**config.mk**
```make
export PLATFORM = sky130hd
export DESIGN_NAME = scsi_collect
export DESIGN_NICKNAME = d
export VERILOG_FILES = /design/src/rtl/scsi_collect_pkg.sv /design/src/rtl/scsi_collect_ctrl.sv /design/src/rtl/scsi_collect_dpath.sv /design/src/rtl/scsi_collect.sv
export SDC_FILE = /design/constraint.sdc
export NUM_CORES = 1
export LEC_CHECK = 0
export BUFFER_PORTS_ARGS = -buffer_cell sky130_fd_sc_hd__buf_4
export CAP_MARGIN = 0
export CORE_MARGIN = 5
export CORE_UTILIZATION = 45
export CTS_CLUSTER_SIZE = 40
export DETAILED_ROUTE_END_ITERATION = 6
export SKIP_CTS_REPAIR_TIMING = 1
export SYNTH_ARGS = -nofsm -noshare
export SYNTH_HDL_FRONTEND = slang
export SYNTH_SLANG_ARGS = --single-unit
```
**constraint.sdc**
```tcl
create_clock -name clk -period 9.82 [get_ports clk]
set_input_delay 0.982 -clock clk [delete_from_list [all_inputs] [get_ports clk]]
set_output_delay 0.982 -clock clk [all_outputs]
set_load 0.02 [all_outputs]
```
**src/rtl/scsi_collect_pkg.sv**
```systemverilog
package scsi_collect_pkg;

  localparam int CDB_MAX = 16;
  localparam int IDX_W   = $clog2(CDB_MAX + 1);

  localparam logic [2:0] PH_COMMAND = 3'd2;
  localparam logic [2:0] PH_MSG_OUT = 3'd6;

  localparam logic [1:0] DIR_NONE = 2'b00;
  localparam logic [1:0] DIR_OUT  = 2'b01;
  localparam logic [1:0] DIR_IN   = 2'b10;

  localparam logic [1:0] MK_ONE = 2'd0;
  localparam logic [1:0] MK_TWO = 2'd1;
  localparam logic [1:0] MK_EXT = 2'd2;

  typedef struct packed {
    logic             cmdWr;
    logic [IDX_W-1:0] cmdIdx;
    logic [IDX_W-1:0] cmdLen;
    logic             cmdFinish;
    logic             msgFinish;
    logic [7:0]       msgHead;
  } ctrlStrobe_t;

  function automatic logic [IDX_W-1:0] cdbLength(input logic [7:0] op);
    case (op[7:5])
      3'd0, 3'd7:       return IDX_W'(6);
      3'd1, 3'd2, 3'd6: return IDX_W'(10);
      3'd3, 3'd5:       return IDX_W'(12);
      default:          return IDX_W'(16);
    endcase
  endfunction

  function automatic logic [1:0] msgKind(input logic [7:0] h);
    if (h == 8'h00 || (h >= 8'h02 && h <= 8'h1F) || h[7]) return MK_ONE;
    else if (h[7:4] == 4'h2) return MK_TWO;
    else return MK_EXT;
  endfunction

  function automatic logic isOutward(input logic [7:0] op);
    case (op)
      8'h04, 8'h0A, 8'h0C, 8'h11, 8'h2A, 8'hAA, 8'h15, 8'h55, 8'h0F: return 1'b1;
      default: return 1'b0;
    endcase
  endfunction

  function automatic logic isInward(input logic [7:0] op);
    case (op)
      8'h01, 8'h03, 8'h08, 8'h0E, 8'h12, 8'h1A, 8'h5A, 8'h25, 8'h28, 8'h34,
      8'h37, 8'h42, 8'h43, 8'hA8, 8'h51, 8'h52, 8'hB9, 8'hBD, 8'hD8, 8'hD9,
      8'hBE: return 1'b1;
      default: return 1'b0;
    endcase
  endfunction

endpackage

```
**src/rtl/scsi_collect_ctrl.sv**
```systemverilog
module scsi_collect_ctrl
  import scsi_collect_pkg::*;
(
  input  logic        clk,
  input  logic        rst_n,
  input  logic        byteValid,
  input  logic [7:0]  byteData,
  input  logic [2:0]  phase,
  output ctrlStrobe_t strobe
);

  logic [2:0]       lastPhase;
  logic [IDX_W-1:0] cmdCnt;
  logic [7:0]       opcode;
  logic [7:0]       msgCnt;
  logic [7:0]       msgHead;
  logic [7:0]       msgSecond;

  logic             phaseMoved;
  logic [IDX_W-1:0] cmdPos;
  logic [7:0]       msgPos;
  logic             takeCmd;
  logic             takeMsg;

  assign phaseMoved = (phase != lastPhase);
  assign cmdPos     = phaseMoved ? '0 : cmdCnt;
  assign msgPos     = phaseMoved ? '0 : msgCnt;
  assign takeCmd    = byteValid && (phase == PH_COMMAND);
  assign takeMsg    = byteValid && (phase == PH_MSG_OUT);

  // command length from the opcode group (opcode may be in flight)
  logic [7:0]       curOp;
  logic [IDX_W-1:0] cmdNeed;
  logic [IDX_W-1:0] cmdNext;
  logic             cmdLast;

  assign curOp   = (cmdPos == '0) ? byteData : opcode;
  assign cmdNeed = cdbLength(curOp);
  assign cmdNext = cmdPos + IDX_W'(1);
  assign cmdLast = takeCmd && (cmdNext >= cmdNeed);

  // message length decoded as bytes arrive
  logic [7:0] curHead;
  logic [7:0] curSecond;
  logic [8:0] msgNext;
  logic [8:0] msgNeed;
  logic       msgLast;

  assign curHead   = (msgPos == 8'd0) ? byteData : msgHead;
  assign curSecond = (msgPos == 8'd1) ? byteData : msgSecond;
  assign msgNext   = {1'b0, msgPos} + 9'd1;

  always_comb begin
    case (msgKind(curHead))
      MK_ONE:  msgNeed = 9'd1;
      MK_TWO:  msgNeed = 9'd2;
      default: msgNeed = (msgNext < 9'd2) ? 9'd3 : {1'b0, curSecond};
    endcase
  end

  assign msgLast = takeMsg && (msgNext >= msgNeed);

  always_ff @(posedge clk) begin
    if (!rst_n) begin
      lastPhase <= PH_COMMAND;
      cmdCnt    <= '0;
      opcode    <= '0;
      msgCnt    <= '0;
      msgHead   <= '0;
      msgSecond <= '0;
    end else begin
      lastPhase <= phase;
      if (phaseMoved) begin
        cmdCnt <= '0;
        msgCnt <= '0;
      end
      if (takeCmd) begin
        cmdCnt <= cmdLast ? '0 : cmdNext;
        if (cmdPos == '0) opcode <= byteData;
      end
      if (takeMsg) begin
        msgCnt <= msgLast ? 8'd0 : msgNext[7:0];
        if (msgPos == 8'd0) msgHead <= byteData;
        if (msgPos == 8'd1) msgSecond <= byteData;
      end
    end
  end

  always_comb begin
    strobe.cmdWr     = takeCmd;
    strobe.cmdIdx    = cmdPos;
    strobe.cmdLen    = cmdNeed;
    strobe.cmdFinish = cmdLast;
    strobe.msgFinish = msgLast;
    strobe.msgHead   = curHead;
  end

endmodule

```
**src/rtl/scsi_collect_dpath.sv**
```systemverilog
module scsi_collect_dpath
  import scsi_collect_pkg::*;
#(
  parameter int XFER_W      = 25,
  parameter int BLOCK_SHIFT = 9
) (
  input  logic                   clk,
  input  logic                   rst_n,
  input  logic [7:0]             byteData,
  input  ctrlStrobe_t            strobe,
  output logic                   cmdDone,
  output logic [CDB_MAX*8-1:0]   cmdBytes,
  output logic [IDX_W-1:0]       cmdLen,
  output logic [XFER_W-1:0]      xferLen,
  output logic [1:0]             xferDir,
  output logic                   msgDone,
  output logic                   msgLunValid,
  output logic [2:0]             msgLun
);

  logic [7:0]           cdbBuf  [CDB_MAX];
  logic [7:0]           cdbView [CDB_MAX];
  logic [CDB_MAX*8-1:0] cdbFlat;
  logic                 lunPend;
  logic [2:0]           lunVal;

  for (genvar gi = 0; gi < CDB_MAX; gi++) begin : g_byte
    logic [7:0] v;
    always_comb begin
      v = (strobe.cmdWr && strobe.cmdIdx == IDX_W'(gi)) ? byteData : cdbBuf[gi];
      if (gi == 1 && lunPend) v = {lunVal, v[4:0]};
      if (IDX_W'(gi) >= strobe.cmdLen) v = '0;
    end
    assign cdbView[gi]          = v;
    assign cdbFlat[8*gi +: 8]   = v;

    always_ff @(posedge clk) begin
      if (!rst_n) cdbBuf[gi] <= '0;
      else if (strobe.cmdWr && strobe.cmdIdx == IDX_W'(gi)) cdbBuf[gi] <= byteData;
    end
  end

  // transfer length and direction rules
  logic [15:0]       count16;
  logic [XFER_W-1:0] lenC;
  logic [1:0]        dirC;
  logic              fixedDir;

  assign count16 = {cdbView[7], cdbView[8]};

  always_comb begin
    lenC     = (strobe.cmdLen == IDX_W'(6)) ? XFER_W'(cdbView[4]) : XFER_W'(count16);
    dirC     = DIR_NONE;
    fixedDir = 1'b0;
    case (cdbView[0])
      8'h04: if (!cdbView[1][4]) begin fixedDir = 1'b1; lenC = '0; end
      8'h06, 8'h07: begin fixedDir = 1'b1; lenC = '0; end
      8'h0C: lenC = XFER_W'(8);
      8'h11: lenC = XFER_W'(4);
      8'h0F: lenC = XFER_W'(1) << BLOCK_SHIFT;
      8'h0A: lenC = XFER_W'((cdbView[4] == 8'd0) ? 9'd256 : {1'b0, cdbView[4]}) << BLOCK_SHIFT;
      8'h2A: lenC = XFER_W'(count16) << BLOCK_SHIFT;
      8'h2F: begin
        fixedDir = 1'b1;
        if (cdbView[1][1]) begin
          lenC = XFER_W'(count16) << BLOCK_SHIFT;
          dirC = DIR_OUT;
        end else begin
          lenC = '0;
        end
      end
      default: ;
    endcase
    if (!fixedDir) begin
      if (isOutward(cdbView[0]))     dirC = DIR_OUT;
      else if (isInward(cdbView[0])) dirC = DIR_IN;
    end
    if (dirC == DIR_OUT && lenC == '0) dirC = DIR_NONE;
  end

  always_ff @(posedge clk) begin
    if (!rst_n) begin
      cmdDone     <= 1'b0;
      msgDone     <= 1'b0;
      cmdBytes    <= '0;
      cmdLen      <= '0;
      xferLen     <= '0;
      xferDir     <= DIR_NONE;
      lunPend     <= 1'b0;
      lunVal      <= '0;
    end else begin
      cmdDone <= strobe.cmdFinish;
      msgDone <= strobe.msgFinish;
      if (strobe.cmdFinish) begin
        cmdBytes <= cdbFlat;
        cmdLen   <= strobe.cmdLen;
        xferLen  <= lenC;
        xferDir  <= dirC;
        lunPend  <= 1'b0;
      end
      if (strobe.msgFinish && strobe.msgHead[7] && !strobe.msgHead[5]) begin
        lunPend <= 1'b1;
        lunVal  <= strobe.msgHead[2:0];
      end
    end
  end

  assign msgLunValid = lunPend;
  assign msgLun      = lunVal;

endmodule

```
**src/rtl/scsi_collect.sv**
```systemverilog
module scsi_collect
  import scsi_collect_pkg::*;
#(
  parameter int XFER_W      = 25,
  parameter int BLOCK_SHIFT = 9
) (
  input  logic                 clk,
  input  logic                 rst_n,
  input  logic                 byteValid,
  input  logic [7:0]           byteData,
  input  logic [2:0]           phase,
  output logic                 cmdDone,
  output logic [CDB_MAX*8-1:0] cmdBytes,
  output logic [IDX_W-1:0]     cmdLen,
  output logic [XFER_W-1:0]    xferLen,
  output logic [1:0]           xferDir,
  output logic                 msgDone,
  output logic                 msgLunValid,
  output logic [2:0]           msgLun
);

  ctrlStrobe_t strobe;

  scsi_collect_ctrl u_ctrl (
    .clk       (clk),
    .rst_n     (rst_n),
    .byteValid (byteValid),
    .byteData  (byteData),
    .phase     (phase),
    .strobe    (strobe)
  );

  scsi_collect_dpath #(
    .XFER_W      (XFER_W),
    .BLOCK_SHIFT (BLOCK_SHIFT)
  ) u_dpath (
    .clk         (clk),
    .rst_n       (rst_n),
    .byteData    (byteData),
    .strobe      (strobe),
    .cmdDone     (cmdDone),
    .cmdBytes    (cmdBytes),
    .cmdLen      (cmdLen),
    .xferLen     (xferLen),
    .xferDir     (xferDir),
    .msgDone     (msgDone),
    .msgLunValid (msgLunValid),
    .msgLun      (msgLun)
  );

endmodule

```
Yosys cells after proc, flatten, opt, wreduce, memory -nomap -nowiden:

Memory sizes are Yosys's and may differ from the RTL's. A register that Yosys moved wholly into a read port is not among the register bits.
Cells that the tools add are included.

* add/sub/neg operators: 2
* order comparisons: 21
* equal/unequal tests: 62
* multiplexer cells: 132
* bitwise logic cells: 16
* reductions and logical operators: 46

Operator list (number)
* $mux 8: 56
* $pmux 25 s8: 1
* $mux 1: 58
* $eq 8x8->1 const B: 7
* $mux 25: 2
* $eq 8x6->1 const B: 6
* $eq 8x7->1 const B: 6
* $eq 5x4->1 const B: 8
* $eq 8x4->1 const B: 5
* $ge 4x5->1 const A: 8
* $eq 8x5->1 const B: 4
* $eq 5x3->1 const B: 5
* $logic_not 25->1: 1
* $eq 8x3->1 const B: 3
* $logic_and 1x1->1: 24
* $logic_not 8->1: 3
* $reduce_or 21->1: 1
* $ge 3x5->1 const A: 4
* $pmux 9 s2: 1
* $eq 8x1->1 const B: 2
* $mux 16: 1
* $or 1x1->1: 16
* $mux 5: 3
* $pmux 5 s3: 1
* 31 further kinds: 53

* register bits: 206
* bits in writable memories: 128
* input bits: 14
* output and inout bits: 166
* word-level logic and storage cells: 295
* memories kept: 1

Memories
* u_dpath.cdbBuf: depth 16, bits a word 8, rd ports 16, clocked after Yosys merged registers in 3, write ports 16, RTL line scsi_collect_dpath.sv:21 `logic [7:0] cdbBuf [CDB_MAX];`

Logic depth before layout (Yosys ltp):

* word-level depth: 21
* depth in mapped cells: 24
* gate-level depth less buffers: 23

By module:

Synthesis repeated with hierarchy kept, for this count alone.

* cells, all modules: 1881
* area total of the unflattened synthesis: 16537.1 sq um

Modules (own cells, without submodules)
* scsi_collect_dpath: instances 1, cells each 1543, area an instance 13868.3 sq um, sequential area each 7166.9 sq um
* scsi_collect_ctrl: instances 1, cells each 338, area an instance 2668.8 sq um, sequential area each 700.7 sq um

Least setup slack after synthesis:

No wires, ideal clock.

* kind: input port to flip-flop
* start: input port phase[1]
* end: register u_dpath.lunPend (netlist: u_dpath.msgLunValid)
* setup time: 0.128 ns
* arrival time: 5.567 ns
* data required time: 9.692 ns
* setup slack: 4.125 ns
* stages on the path: 24
* buffers on the path: 1
* path through: xor2_2 > nor3_2 > clkbuf_1 > nand2_1 > inv_1 > ha_1 > and3_1 > xnor2_1 > nor2_1 > or4_1 > nor3_1 > a31oi_1 > nor2b_1 > a21oi_1 > ha_1 > nand2b_1 > a21o_1 > a21o_1 > a21o_1 > a211o_1 > a211oi_1 > nor3_2 > a21oi_1 > nor2_1

* longest elaborated chain between the ends: 16
* elaborated cells on any way between the ends: 49
* classes of those cells: 2 x add/sub; 5 x order compare; 12 x eq/ne; 11 x mux; 19 x reduce/logical

RTL lines
* start: declaration: RTL line scsi_collect.sv:11 `input logic [2:0] phase,`
* $ne 3x3->1: RTL line scsi_collect_ctrl.sv:25 `assign phaseMoved = (phase != lastPhase);`
* $mux 8: RTL line scsi_collect_ctrl.sv:27 `assign msgPos = phaseMoved ? '0 : msgCnt;`
* $logic_not 8->1: RTL line scsi_collect_ctrl.sv:49 `assign curHead = (msgPos == 8'd0) ? byteData : msgHead;`
* $mux 8: RTL line scsi_collect_ctrl.sv:49
* $ge 8x2->1 or $le 8x5->1 (tied branches): RTL line scsi_collect_pkg.sv:36 `if (h == 8'h00 || (h >= 8'h02 && h <= 8'h1F) || h[7]) return MK_ONE;`
* $logic_and 1x1->1: RTL line scsi_collect_pkg.sv:36
* $logic_or 1x1->1 (2 in series): RTL line scsi_collect_pkg.sv:36
* $mux 2: RTL line scsi_collect_pkg.sv:36
* $eq 2x1->1 or $logic_not 2->1 (tied branches): RTL line scsi_collect_ctrl.sv:54 `case (msgKind(curHead))`
* $pmux 9 s2: RTL line scsi_collect_ctrl.sv:54
* $ge 9x9->1: RTL line scsi_collect_ctrl.sv:61 `assign msgLast = takeMsg && (msgNext >= msgNeed);`
* $logic_and 1x1->1: RTL line scsi_collect_ctrl.sv:61
* $logic_and 1x1->1 (2 in series): RTL line scsi_collect_dpath.sv:101 `if (strobe.msgFinish && strobe.msgHead[7] && !strobe.msgHead[5]) begin`
* $mux 1 or $reduce_bool 2->1 (tied branches)
* end signal: assignment: RTL line scsi_collect_dpath.sv:89 `lunPend <= 1'b0;`
* end signal: assignment: RTL line scsi_collect_dpath.sv:99 `lunPend <= 1'b0;`
* end signal: assignment: RTL line scsi_collect_dpath.sv:102 `lunPend <= 1'b1;`
* end: declaration: RTL line scsi_collect_dpath.sv:24 `logic lunPend;`

Parallel ways exist; a longest one is shown, timed or not.
A chain may end at the register's enable or synchronous reset.

Final worst setup path:

* start: input port phase[1]
* end: register u_ctrl.msgCnt[4]

* longest elaborated chain between the ends: 15
* elaborated cells on any way between the ends: 27
* classes of those cells: 1 x add/sub; 4 x order compare; 5 x eq/ne; 9 x mux; 8 x reduce/logical

RTL lines
* $ne 3x3->1: RTL line scsi_collect_ctrl.sv:25
* $mux 8: RTL line scsi_collect_ctrl.sv:27
* $logic_not 8->1: RTL line scsi_collect_ctrl.sv:49
* $mux 8: RTL line scsi_collect_ctrl.sv:49
* $ge 8x2->1 or $le 8x5->1 (tied branches): RTL line scsi_collect_pkg.sv:36
* $logic_and 1x1->1: RTL line scsi_collect_pkg.sv:36
* $logic_or 1x1->1 (2 in series): RTL line scsi_collect_pkg.sv:36
* $mux 2: RTL line scsi_collect_pkg.sv:36
* $eq 2x1->1 or $logic_not 2->1 (tied branches): RTL line scsi_collect_ctrl.sv:54
* $pmux 9 s2: RTL line scsi_collect_ctrl.sv:54
* $ge 9x9->1: RTL line scsi_collect_ctrl.sv:61
* $logic_and 1x1->1: RTL line scsi_collect_ctrl.sv:61
* $mux 8: RTL line scsi_collect_ctrl.sv:82 `msgCnt <= msgLast ? 8'd0 : msgNext[7:0];`
* $mux 8 (*): RTL line scsi_collect_ctrl.sv:81 `if (takeMsg) begin`
* end signal: assignment: RTL line scsi_collect_ctrl.sv:82
* end: declaration: RTL line scsi_collect_ctrl.sv:15 `logic [7:0] msgCnt;`

Mark *: on every way between the ends. The rest lies on a longest branch, timed or not.

==> metrics.txt <==
status complete, no violations; Die Wd 193 µm; TritonCTS clock tree built; RSZ-0062 raised after global routing false; DR pass1 iterations 5; max-slew violations 0; commonest cells after routing, fill and taps aside nand2_1, nor2_1, dfxtp_1, buf_4, edfxtp_1; fin crit share 0.594; root buffer cell clkbuf_16; detail-routed via count per cell 5.51; ys flop type dfxtp_1; Post-synth EDFFs 120; Worst setup EP type register; die height 193 µm; hold worst-path end u_dpath.cmdBytes[63]; asr flop ratio synth 0; hold path cells 2; H-tree levels 2; top cell type's share of synthesized area 0.277; layout cell share with drive strength beyond 1 0.162; Slew HR 0.200; final core occ 0.532; Power Dens Cells 166 nW/µm²; Synth Cell Area 15,000 µm²; Hold Vio Cnt, Final 0; Seq/Total Area, Yosys 0.517; Synth Net Count 1,681; Power Total 0.00294 W; worst slack at placement 3.51 ns; fmax 171 MHz; Max FO, Critical Path 12; r2r endpoint u_ctrl.msgCnt[4]; Maximum Capacitance Violations 0; Clk Latency, worst-skew pair 0.54 ns; Clk pin slew, worst setup/hold paths 0.06 ns; placed cell count 2,157; Detail Route Antenna Nets 0; ranking of synthesized cells by area dfxtp_1, edfxtp_1, nand2_1; Mapped Avg Cell Area 9.12 µm²; pin count of the biggest net entering global routing 94; total routed wirelength 43,400 µm; crit path kind in2reg; data arrival time of the critical path 6.29 ns; Netlist cell types 75; Die ar. 37,100 µm²; drt drc 0; final setup fails 0; Post-Syn Instances 1,647; most common cell after layout, fill and taps aside nand2_1; Nets 1,781; Seq cells post-synth 328; worst setup margin 3.98 ns; grt total ovfl 0; vias in the first global route 11,500; core area 33,300 µm²; Worst Clk Skew 0.0156 ns; Setup TNS 0 ns; first-pass GRT wire length 66,600 µm; hpwl dp 28,600 µm; TritonCTS Buffers 36; yosys warns 0; FP Rows 67; initial antenna violation count 0; Hold Startpoint u_dpath.cmdBytes[63]; via count 12,200; LEAKAGE 7.25 nW; Sink Count 328; io pins 180; Req. time, crit path 10.27 ns; DR WL/cell 19.5 µm; diode count 0; starting density of the core 0.451; R2R Path Start u_ctrl.lastPhase[1]; 1st-iter DRT viols 1,053; worst-margin pin slew 1.19 ns; GRT Overall Usage 0.227; Clock Path Buffers 3; Cell Count, Final, Fillers Out 2,223; worst hold path type reg2reg; Port Buf Inserts 178; cell taking the most area after synthesis dfxtp_1; nature of the critical path startpoint input port; maximum vdd drop 94.7 µV; R2R depth 23; minimum clock period 5.84 ns; routability cong. 0.913; Reg2Reg Setup Slack 4.29 ns; Area Overhead vs Synth 17.8%
registers in the layout, indices dropped and copies added, names as in the netlist, 2 cells and up:
name / cells
u_dpath.xferDir: 2
u_ctrl.cmdCnt: 5
u_dpath.cmdLen: 4
u_ctrl.lastPhase: 3
u_dpath.msgLun: 3
u_dpath.xferLen: 25
u_ctrl.msgCnt: 8
u_ctrl.opcode: 3
u_ctrl.msgHead: 8
u_dpath.cmdBytes: 128
u_dpath.cdbBuf: 128
u_ctrl.msgSecond: 8
metrics by stage:
| step | hold WS, ns | area, µm² |
|---|---|---|
| finish | 0.454 | 17700 |
| CTS | 0.456 | 17700 |
| global route | 0.475 | 17700 |
| floorplan | 0.433 | 15000 |
| global placement | 0.439 | 16500 |
| detailed placement | 0.444 | 16500 |
routing by layer:
layer  part of all wire  track usage  vias to the layer above
li1                   -            -                     5949
met1               0.46        0.330                     5846
met2               0.45        0.354                      400
met3              0.070       0.0380                       50
met4              0.017       0.0532                        0
met5                  0            0                        -
power by group:
| group | internal (W) | total, W | switching (W) | leakage [nW] |
|---|---|---|---|---|
| sequential | 0.00143 | 0.00145 | 0.0000143 | 2.87 |
| clock | 0.000787 | 0.00134 | 0.000549 | 0.579 |
| combinational | 0.0000411 | 0.000162 | 0.000121 | 3.80 |
| total | 0.00226 | 0.00294 | 0.000684 | 7.25 |
area by class of cell:
type                    instances  area [µm²]
flip-flops and latches        328        7770
clock inverters                11         109
well taps                     448         561
repair buffers                191        1430
multi-input cells            1178        6710
inverters                      12        46.3
fillers                      3145       15600
clock buffers                  55        1070
worst max-delay path by stage:
stage / from / endpoint / cells past startpoint
finish: phase[1] / u_ctrl.msgCnt[4] / 24
floorplan: phase[1] / u_dpath.msgLunValid / 24
CTS: phase[1] / u_ctrl.msgCnt[4] / 24
detailed placement: phase[1] / u_ctrl.msgCnt[4] / 24
global placement: phase[1] / u_ctrl.msgCnt[4] / 24
global route: phase[1] / u_ctrl.msgCnt[2] / 24
cell usage after synthesis (all sizes together) (7+ instances only):
library cell,n
a311oi,8
buf,24
a22oi,8
ha,20
xor2,8
nor4,17
nand3,24
a211oi,20
and3,14
clkbuf,105
edfxtp,120
mux2i,101
nand2,290
nor3,34
inv,11
nor3b,11
dfxtp,208
o211ai,7
nor2b,9
and2,20
xnor2,10
nand2b,13
nor2,247
o21ai,103
a21oi,97
a21o,10
a31oi,11
nand4,7
mux2,18
worst max-delay path, cell delays in order:
cell	delay, ns
buf_4	0.13
xor2_2	0.22
nor3_2	0.51
buf_4	0.28
nand2_1	0.12
inv_1	0.12
ha_1	0.21
and3_1	0.20
xnor2_1	0.12
nor2_1	0.08
or4_1	0.52
nor3_1	0.15
a31oi_1	0.12
nor2b_1	0.21
a21oi_1	0.17
ha_1	0.24
nand2b_1	0.14
a21o_1	0.17
a21o_1	0.16
a21o_1	0.17
a211o_1	0.31
a211oi_1	0.42
o21ai_1	0.31
a21oi_1	0.19
logic make-up (layout without fill, tap and decap cells):
logic type | Yosys count | after routing | share of synthesized area
compound gates | 310 | 310 | 0.129
flops | 328 | 328 | 0.517
simple gates | 710 | 710 | 0.206
fa+ha+maj | 20 | 20 | 0.0167
xor+xnor | 18 | 18 | 0.0120
other cells | 1 | 1 | 0.000250
buf+inv | 141 | 269 | 0.0380
mux | 119 | 119 | 0.0811
Note: power is estimated with default switching activity, not from simulation.
